$ cat config.mk
export PLATFORM = sky130hd
export DESIGN_NAME = crit_vec_intc
export DESIGN_NICKNAME = d
export VERILOG_FILES = /design/src/rtl/cvi_pkg.sv /design/src/rtl/cvi_src_cond.sv /design/src/rtl/cvi_status.sv /design/src/rtl/cvi_vector.sv /design/src/rtl/crit_vec_intc.sv
export SDC_FILE = /design/constraint.sdc
export NUM_CORES = 1
export LEC_CHECK = 0
export ABC_AREA = 1
export BUFFER_PORTS_ARGS = -buffer_cell sky130_fd_sc_hd__buf_4
export CAP_MARGIN = 10
export CORE_MARGIN = 1.5
export CORE_UTILIZATION = 62
export CTS_BUF_LIST = sky130_fd_sc_hd__clkbuf_4 sky130_fd_sc_hd__clkbuf_8
export DETAILED_ROUTE_END_ITERATION = 12
export PLACE_DENSITY = 0.84
export SLEW_MARGIN = 25
export SYNTH_ARGS = -nofsm -noshare
export SYNTH_HDL_FRONTEND = slang
export SYNTH_SLANG_ARGS = --single-unit
$ cat constraint.sdc
create_clock -name clk -period 6.8 [get_ports clk]
set_input_delay 1.36 -clock clk [delete_from_list [all_inputs] [get_ports clk]]
set_output_delay 1.36 -clock clk [all_outputs]
set_load 0.03 [all_outputs]
$ cat src/rtl/cvi_pkg.sv
`timescale 1ns/1ps
package cvi_pkg;
   // Register word offsets decoded on the bus
   localparam int unsigned REG_AW = 4;

   typedef enum logic [REG_AW-1:0] {
      OFS_STAT   = 4'd0,
      OFS_STSET  = 4'd1,
      OFS_ENA    = 4'd2,
      OFS_CLASS  = 4'd3,
      OFS_POL    = 4'd4,
      OFS_TRIG   = 4'd5,
      OFS_MASKED = 4'd6,
      OFS_VEC    = 4'd7,
      OFS_VCFG   = 4'd8
   } cvi_ofs_e;

   // Vector configuration bit meanings
   localparam int unsigned VCFG_DIR_BIT  = 0;
   localparam int unsigned VCFG_ZERO_BIT = 1;
endpackage

$ cat src/rtl/cvi_src_cond.sv
`timescale 1ns/1ps
// Polarity adjustment and rising-edge detection per source line
module cvi_src_cond #(
   parameter int unsigned N = 32
)(
   input  logic         clk,
   input  logic         rst_n,
   input  logic [N-1:0] irq_raw,
   input  logic [N-1:0] pol,
   output logic [N-1:0] act,
   output logic [N-1:0] rise
);
   // Raw pin history; the current polarity is applied to both samples so
   // that a polarity change alone never looks like an edge.
   logic [N-1:0] raw_q;

   always_ff @(posedge clk or negedge rst_n) begin
      if (!rst_n) raw_q <= '0;
      else        raw_q <= irq_raw;
   end

   for (genvar i = 0; i < N; i++) begin : g_bit
      logic act_prev;
      assign act[i]   = pol[i] ? irq_raw[i] : ~irq_raw[i];
      assign act_prev = pol[i] ? raw_q[i]   : ~raw_q[i];
      assign rise[i]  = act[i] & ~act_prev;
   end
endmodule

$ cat src/rtl/cvi_status.sv
`timescale 1ns/1ps
// Status register: level lines track the pin, edge lines latch
module cvi_status #(
   parameter int unsigned N = 32
)(
   input  logic         clk,
   input  logic         rst_n,
   input  logic [N-1:0] act,
   input  logic [N-1:0] rise,
   input  logic [N-1:0] trig,
   input  logic [N-1:0] sw_clr,
   input  logic [N-1:0] sw_set,
   output logic [N-1:0] st_q
);
   logic [N-1:0] st_d;

   for (genvar i = 0; i < N; i++) begin : g_bit
      // Hardware set is ORed in after the clear, so it wins a same-cycle race
      assign st_d[i] = trig[i] ? ((st_q[i] & ~sw_clr[i]) | sw_set[i] | rise[i])
                               : act[i];
   end

   always_ff @(posedge clk or negedge rst_n) begin
      if (!rst_n) st_q <= '0;
      else        st_q <= st_d;
   end
endmodule

$ cat src/rtl/cvi_vector.sv
`timescale 1ns/1ps
// Critical-source priority scan and handler address generation
module cvi_vector #(
   parameter int unsigned N     = 32,
   parameter int unsigned W     = 32,
   parameter int unsigned SHIFT = 9,
   parameter bit          EN    = 1'b1
)(
   input  logic         clk,
   input  logic         rst_n,
   input  logic [N-1:0] crit,
   input  logic [W-1:0] cfg,
   output logic [W-1:0] vec_q
);
   import cvi_pkg::*;

   localparam int unsigned SW = (N > 1) ? $clog2(N) : 1;

   if (EN) begin : g_vec
      logic [N-1:0]  ord;
      logic [SW-1:0] steps;
      logic          hit;
      logic [W-1:0]  base;
      logic [W-1:0]  vec_d;

      // Reorder so that scan position 0 is always the first line examined
      for (genvar i = 0; i < N; i++) begin : g_ord
         assign ord[i] = cfg[VCFG_DIR_BIT] ? crit[N-1-i] : crit[i];
      end

      assign base = cfg & ~W'(3);

      always_comb begin
         steps = '0;
         hit   = 1'b0;
         for (int i = N - 1; i >= 0; i--) begin
            if (ord[i]) begin
               steps = SW'(i);
               hit   = 1'b1;
            end
         end
         vec_d = hit ? (base + (W'(steps) << SHIFT)) : '0;
      end

      always_ff @(posedge clk or negedge rst_n) begin
         if (!rst_n) vec_q <= '0;
         else        vec_q <= vec_d;
      end
   end else begin : g_novec
      assign vec_q = '0;
   end
endmodule

$ cat src/rtl/crit_vec_intc.sv
`timescale 1ns/1ps
// Two-class interrupt controller with optional critical vector
module crit_vec_intc
   import cvi_pkg::*;
#(
   parameter int unsigned NUM_SRC   = 32,
   parameter int unsigned DATA_W    = 32,
   parameter int unsigned VEC_SHIFT = 9,
   parameter bit          VEC_EN    = 1'b1
)(
   input  logic                clk,
   input  logic                rst_n,
   input  logic [NUM_SRC-1:0]  irq_in,
   input  logic [REG_AW-1:0]   addr,
   input  logic                wr_en,
   input  logic [DATA_W-1:0]   wr_data,
   input  logic                rd_en,
   output logic [DATA_W-1:0]   rd_data,
   output logic                irq_norm,
   output logic                irq_crit
);
   localparam int unsigned POS_W = (NUM_SRC > 1) ? $clog2(NUM_SRC) : 1;

   // Elaboration-time parameter checks
   if (NUM_SRC < 1 || NUM_SRC > DATA_W) begin : g_bad_src
      $error("NUM_SRC must lie between 1 and DATA_W");
   end
   if (DATA_W < 4) begin : g_bad_w
      $error("DATA_W must be at least 4");
   end
   if (VEC_SHIFT + POS_W > DATA_W) begin : g_bad_shift
      $error("VEC_SHIFT leaves no room for the scan position");
   end

   // Configuration state
   logic [NUM_SRC-1:0] en_q;
   logic [NUM_SRC-1:0] cls_q;
   logic [NUM_SRC-1:0] pol_q;
   logic [NUM_SRC-1:0] trg_q;
   logic [DATA_W-1:0]  vcfg_q;

   logic [NUM_SRC-1:0] wr_src;
   logic [NUM_SRC-1:0] sw_clr;
   logic [NUM_SRC-1:0] sw_set;
   logic [NUM_SRC-1:0] act;
   logic [NUM_SRC-1:0] rise;
   logic [NUM_SRC-1:0] st_q;
   logic [NUM_SRC-1:0] pend;
   logic [DATA_W-1:0]  vec_q;
   logic [DATA_W-1:0]  rd_mux;

   assign wr_src = wr_data[NUM_SRC-1:0];
   assign sw_clr = (wr_en && addr == OFS_STAT)  ? wr_src : '0;
   assign sw_set = (wr_en && addr == OFS_STSET) ? wr_src : '0;

   always_ff @(posedge clk or negedge rst_n) begin
      if (!rst_n) begin
         en_q   <= '0;
         cls_q  <= '0;
         pol_q  <= '0;
         trg_q  <= '0;
         vcfg_q <= '0;
      end else if (wr_en) begin
         case (addr)
            OFS_ENA:   en_q  <= wr_src;
            OFS_CLASS: cls_q <= wr_src;
            OFS_POL:   pol_q <= wr_src;
            OFS_TRIG:  trg_q <= wr_src;
            OFS_VCFG:  if (VEC_EN) vcfg_q <= wr_data & ~(DATA_W'(1) << VCFG_ZERO_BIT);
            default:   ;
         endcase
      end
   end

   cvi_src_cond #(.N(NUM_SRC)) u_cond (
      .clk     (clk),
      .rst_n   (rst_n),
      .irq_raw (irq_in),
      .pol     (pol_q),
      .act     (act),
      .rise    (rise)
   );

   cvi_status #(.N(NUM_SRC)) u_stat (
      .clk    (clk),
      .rst_n  (rst_n),
      .act    (act),
      .rise   (rise),
      .trig   (trg_q),
      .sw_clr (sw_clr),
      .sw_set (sw_set),
      .st_q   (st_q)
   );

   assign pend = st_q & en_q;

   cvi_vector #(
      .N     (NUM_SRC),
      .W     (DATA_W),
      .SHIFT (VEC_SHIFT),
      .EN    (VEC_EN)
   ) u_vec (
      .clk   (clk),
      .rst_n (rst_n),
      .crit  (pend & cls_q),
      .cfg   (vcfg_q),
      .vec_q (vec_q)
   );

   // Registered request outputs
   always_ff @(posedge clk or negedge rst_n) begin
      if (!rst_n) begin
         irq_norm <= 1'b0;
         irq_crit <= 1'b0;
      end else begin
         irq_norm <= |(pend & ~cls_q);
         irq_crit <= |(pend & cls_q);
      end
   end

   // Read path
   always_comb begin
      case (addr)
         OFS_STAT, OFS_STSET: rd_mux = DATA_W'(st_q);
         OFS_ENA:             rd_mux = DATA_W'(en_q);
         OFS_CLASS:           rd_mux = DATA_W'(cls_q);
         OFS_POL:             rd_mux = DATA_W'(pol_q);
         OFS_TRIG:            rd_mux = DATA_W'(trg_q);
         OFS_MASKED:          rd_mux = DATA_W'(pend);
         OFS_VEC:             rd_mux = VEC_EN ? vec_q  : '0;
         OFS_VCFG:            rd_mux = VEC_EN ? vcfg_q : '0;
         default:             rd_mux = '0;
      endcase
   end

   assign rd_data = rd_en ? rd_mux : '0;
endmodule

==> results_tabular.tex <==
\begin{tabular}{lr}
\hline
Metric & Value \\
\hline
\multicolumn{2}{l}{\textbf{Timing}} \\
Slew headroom & 0.294 \\
Minimum setup slack in the final design & 1.22 ns \\
Top achievable clock speed & 0.179 GHz \\
Final worst path period share & 0.820 \\
Unrepaired setup endpoints after global routing & no \\
Final Max Tran Viols & 0 \\
Post-layout min period & 5.58 ns \\
Setup TNS after final layout & 0 ns \\
Transition at the pin with the smallest max-transition slack & 1.06 ns \\
Number of hold violations in the final report & 0 \\
Final setup violation count & 0 \\
Clock Skews & 0.0284 ns \\
\multicolumn{2}{l}{\textbf{Route}} \\
Number of detailed-route iterations in the first pass & 6 \\
Vias/cell & 6.18 \\
Total length of routed wires & 36800 µm \\
Total DRC errors in the routed layout & 0 \\
DR WL/cell & 18.1 µm \\
Vias after detailed routing & 12514 \\
DRC violation total after the first TritonRoute iteration & 1286 \\
Antenna viol nets, final & 0 \\
\multicolumn{2}{l}{\textbf{Synth}} \\
Syn. warnings & 0 \\
Fraction of the yosys area taken by sequential cells & 0.494 \\
Number of flip-flops and latches in the synthesized netlist & 255 \\
Synth Flop Type & dfrtp\_1 \\
Count of flip-flops with a built-in enable after synthesis & 0 \\
Synthesized cell area & 0.0129 mm² \\
Cells after synthesis & 1634 \\
Average footprint of a synthesized cell & 7.90 µm² \\
Number of nets produced by synthesis & 1712 \\
Netlist cell types & 40 \\
Share of flip-flops with an asynchronous set or reset & 1.00 \\
\multicolumn{2}{l}{\textbf{Worst setup path}} \\
Signal arrival time at the worst endpoint & 5.98 ns \\
Largest fanout on the critical path & 33 \\
Internal reg-to-reg setup slack & 1.22 ns \\
Kind of critical path & flip-flop to flip-flop \\
Crit path launch & vcfg\_q[0] \\
Reg2reg path depth & 56 \\
Critical path launch point type & flip-flop \\
Most used cell, CP & nand2\_1 \\
Crit Reg-Reg Startpoint & vcfg\_q[0] \\
Worst path slowest cell & dfrtp\_1 \\
Reg2reg end & u\_vec.vec\_q[31] \\
Largest stage delay, worst path & 0.38 ns \\
CP Data Required Time & 7.20 ns \\
Type of element capturing the critical path & flip-flop \\
\multicolumn{2}{l}{\textbf{Global routing}} \\
Remaining global-route overflow & 0 \\
Met1 Use GR & 0.456 \\
GRT Total Usage & 0.343 \\
Largest net degree at the start of global routing & 117 \\
Initial antenna violation count & 0 \\
First-pass GRT wire length & 59400 µm \\
Via count of the first global-routing pass & 12054 \\
Met3 GRT Util & 0.0627 \\
M2 GR Usage & 0.558 \\
Most heavily used metal layer in global routing & met2 \\
\multicolumn{2}{l}{\textbf{Die}} \\
Cell Rows & 52 \\
Placeable core area & 0.0204 mm² \\
Die height & 147 µm \\
Boundary pin count & 106 \\
Horiz. Die Dim & 147 µm \\
Initial standard-cell utilization of the core & 0.634 \\
Die Area & 0.0217 mm² \\
\multicolumn{2}{l}{\textbf{Finish}} \\
Antenna diode count & 0 \\
Filler cells & 1538 \\
Count of nets after finishing & 1806 \\
Area grow syn2layout & 14.8\% \\
Share of post-route cells with drive strength above 1 & 0.134 \\
\multicolumn{2}{l}{\textbf{Placed design}} \\
Half-perimeter wire length after placement & 24100 µm \\
GP Congestion & 0.923 \\
Worst setup slack before clock tree synthesis & 1.33 ns \\
Number of buffer cells added on primary ports & 105 \\
\multicolumn{2}{l}{\textbf{Clock tree}} \\
Number of clock sinks seen by CTS & 255 \\
Number of buffers inserted for hold repair after clock tree synthesis & 0 \\
Number of levels the H-tree was split into & 2 \\
Maximum buffer depth of the clock tree & 3 \\
Clock-pin transition on the worst setup and hold timing paths & 0.06 ns \\
Root buf cell & clkbuf\_8 \\
TritonCTS clock tree & built \\
Number of gates given a new drive strength after cts & 0 \\
Source-to-sink clock delay at the later pin of the worst-skew pair & 0.56 ns \\
Num CTS Buffers & 42 \\
Post-CTS Setup Repair Bufs & 0 \\
\multicolumn{2}{l}{\textbf{Power and ir drop}} \\
Leakage power summed over all cells & 6.94 nW \\
Largest voltage drop on the vdd net & 0.000193 V \\
Power density over the cells & 310 mW/mm² \\
\multicolumn{2}{l}{\textbf{Run status}} \\
Run status & finished, final reports clean \\
\multicolumn{2}{l}{\textbf{Worst hold path}} \\
Origin of the worst min-delay path & vcfg\_q[7] \\
Endpoint of the worst hold-timing path & vcfg\_q[7] \\
Hold path depth & 2 \\
Classification of the worst-slack hold path & flip-flop to flip-flop \\
\multicolumn{2}{l}{\textbf{Job}} \\
Max-cap violations & 0 \\
\hline
\end{tabular}
## Yosys cell counts (2+ instances only)
cell,count,share of area
nand3_1,76,0.029
nor3_1,8,0.0031
a22oi_1,2,0.0012
nand4_1,4,0.0019
a31oi_1,15,0.0073
buf_2,4,0.0016
nand2_1,396,0.12
a21oi_1,21,0.0081
inv_1,158,0.046
o21ai_1,10,0.0039
o21ai_0,289,0.11
inv_2,7,0.0020
clkbuf_1,66,0.019
nor4_1,26,0.013
buf_6,3,0.0026
buf_1,2,0.00058
a41oi_1,8,0.0054
a22o_1,5,0.0034
o22ai_1,43,0.021
ha_1,5,0.0048
o211ai_1,3,0.0017
clkinv_1,2,0.00058
o311ai_0,30,0.020
nor2_1,137,0.040
o31ai_1,2,0.0012
nor2_2,8,0.0039
nand2_2,6,0.0029
o32ai_1,2,0.0014
nor3_2,4,0.0031
a32o_1,24,0.019
a221oi_1,5,0.0034
dfrtp_1,255,0.49
## worst max-delay path by stage
stage                       to  slack, ns  cells past startpoint
3_3_place_gp   u_vec.vec_q[31]       1.42                     56
4_1_cts        u_vec.vec_q[31]       1.30                     56
2_1_floorplan  u_vec.vec_q[31]       2.08                     56
6_report       u_vec.vec_q[31]       1.22                     56
5_1_grt        u_vec.vec_q[31]       0.52                     56
3_5_place_dp   u_vec.vec_q[31]       1.33                     56
## flip-flops by register name (all words and copies together) (netlist names), 30 cells and up
register      cells
u_stat.st_q      32
u_cond.raw_q     32
pol_q            32
trg_q            32
u_vec.vec_q      30
cls_q            32
vcfg_q           31
en_q             32
## kinds of logic after synthesis
logic type	Yosys count	synth area share
adder cells (fa/ha/maj)	6	0.00639
flip-flops	255	0.494
buffers and inverters	242	0.0725
AND/OR/NAND/NOR	668	0.216
AO/OA/AOI/OAI	463	0.211
## placed cells by master (no fill, tap or decap), drive strengths merged, types with 13 or more instances in the layout
| master | Yosys | routed |
|---|---|---|
| clkbuf | 66 | 68 |
| a32o | 24 | 24 |
| a31oi | 15 | 15 |
| nand2 | 402 | 402 |
| a21oi | 22 | 22 |
| buf | 9 | 125 |
| o21ai | 300 | 300 |
| o22ai | 43 | 43 |
| dfrtp | 255 | 255 |
| inv | 165 | 163 |
| o311ai | 30 | 30 |
| nand3 | 77 | 77 |
| nor4 | 27 | 27 |
| nor3 | 13 | 13 |
| nor2 | 145 | 145 |
## where the power goes
group	internal, mW	total (mW)	switching, mW
combinational	0.392	1.08	0.688
sequential	1.84	2.10	0.265
clock	0.814	1.41	0.597
## cell type report
class                      count  area, µm²  area share
clock buffer                  68        842      0.0568
clock inverter                 3       40.0     0.00270
inverter                     167        627      0.0423
multi-input combinational   1137       5640       0.380
sequential                   255       6380       0.430
tap                          270        338      0.0228
timing repair buffer         125        958      0.0647
## worst max-delay path, delay by kind of cell (launching register included)
kind                     cells  cell delay (ns)
AND/OR/NAND/NOR             46             3.45
buffers and inverters        4             0.55
AO/OA/AOI/OAI                4             0.51
adder cells (fa/ha/maj)      2             0.56
flip-flops                   1             0.38
## routing by layer
layer	wire, µm	up-vias
met4	1020	0
met5	0	-
met3	3330	102
li1	-	5747
met1	15100	5996
met2	17300	669
## per-stage QoR
step | instance area, µm² | power [mW] | hold WS (ns) | cells | util
after global routing | 14800 | 4.86 | 0.511 | 2025 | 0.728
after detailed placement | 13900 | 3.16 | 0.474 | 1953 | 0.683
after global placement | 13900 | 3.11 | 0.470 | 1953 | 0.683
after floorplan | 12900 | 2.81 | 0.453 | 1634 | -
after CTS | 14800 | 4.58 | 0.488 | 2024 | 0.727
final | 14800 | 4.59 | 0.490 | 2025 | 0.728
Note: power is estimated with default switching activity, not from simulation.
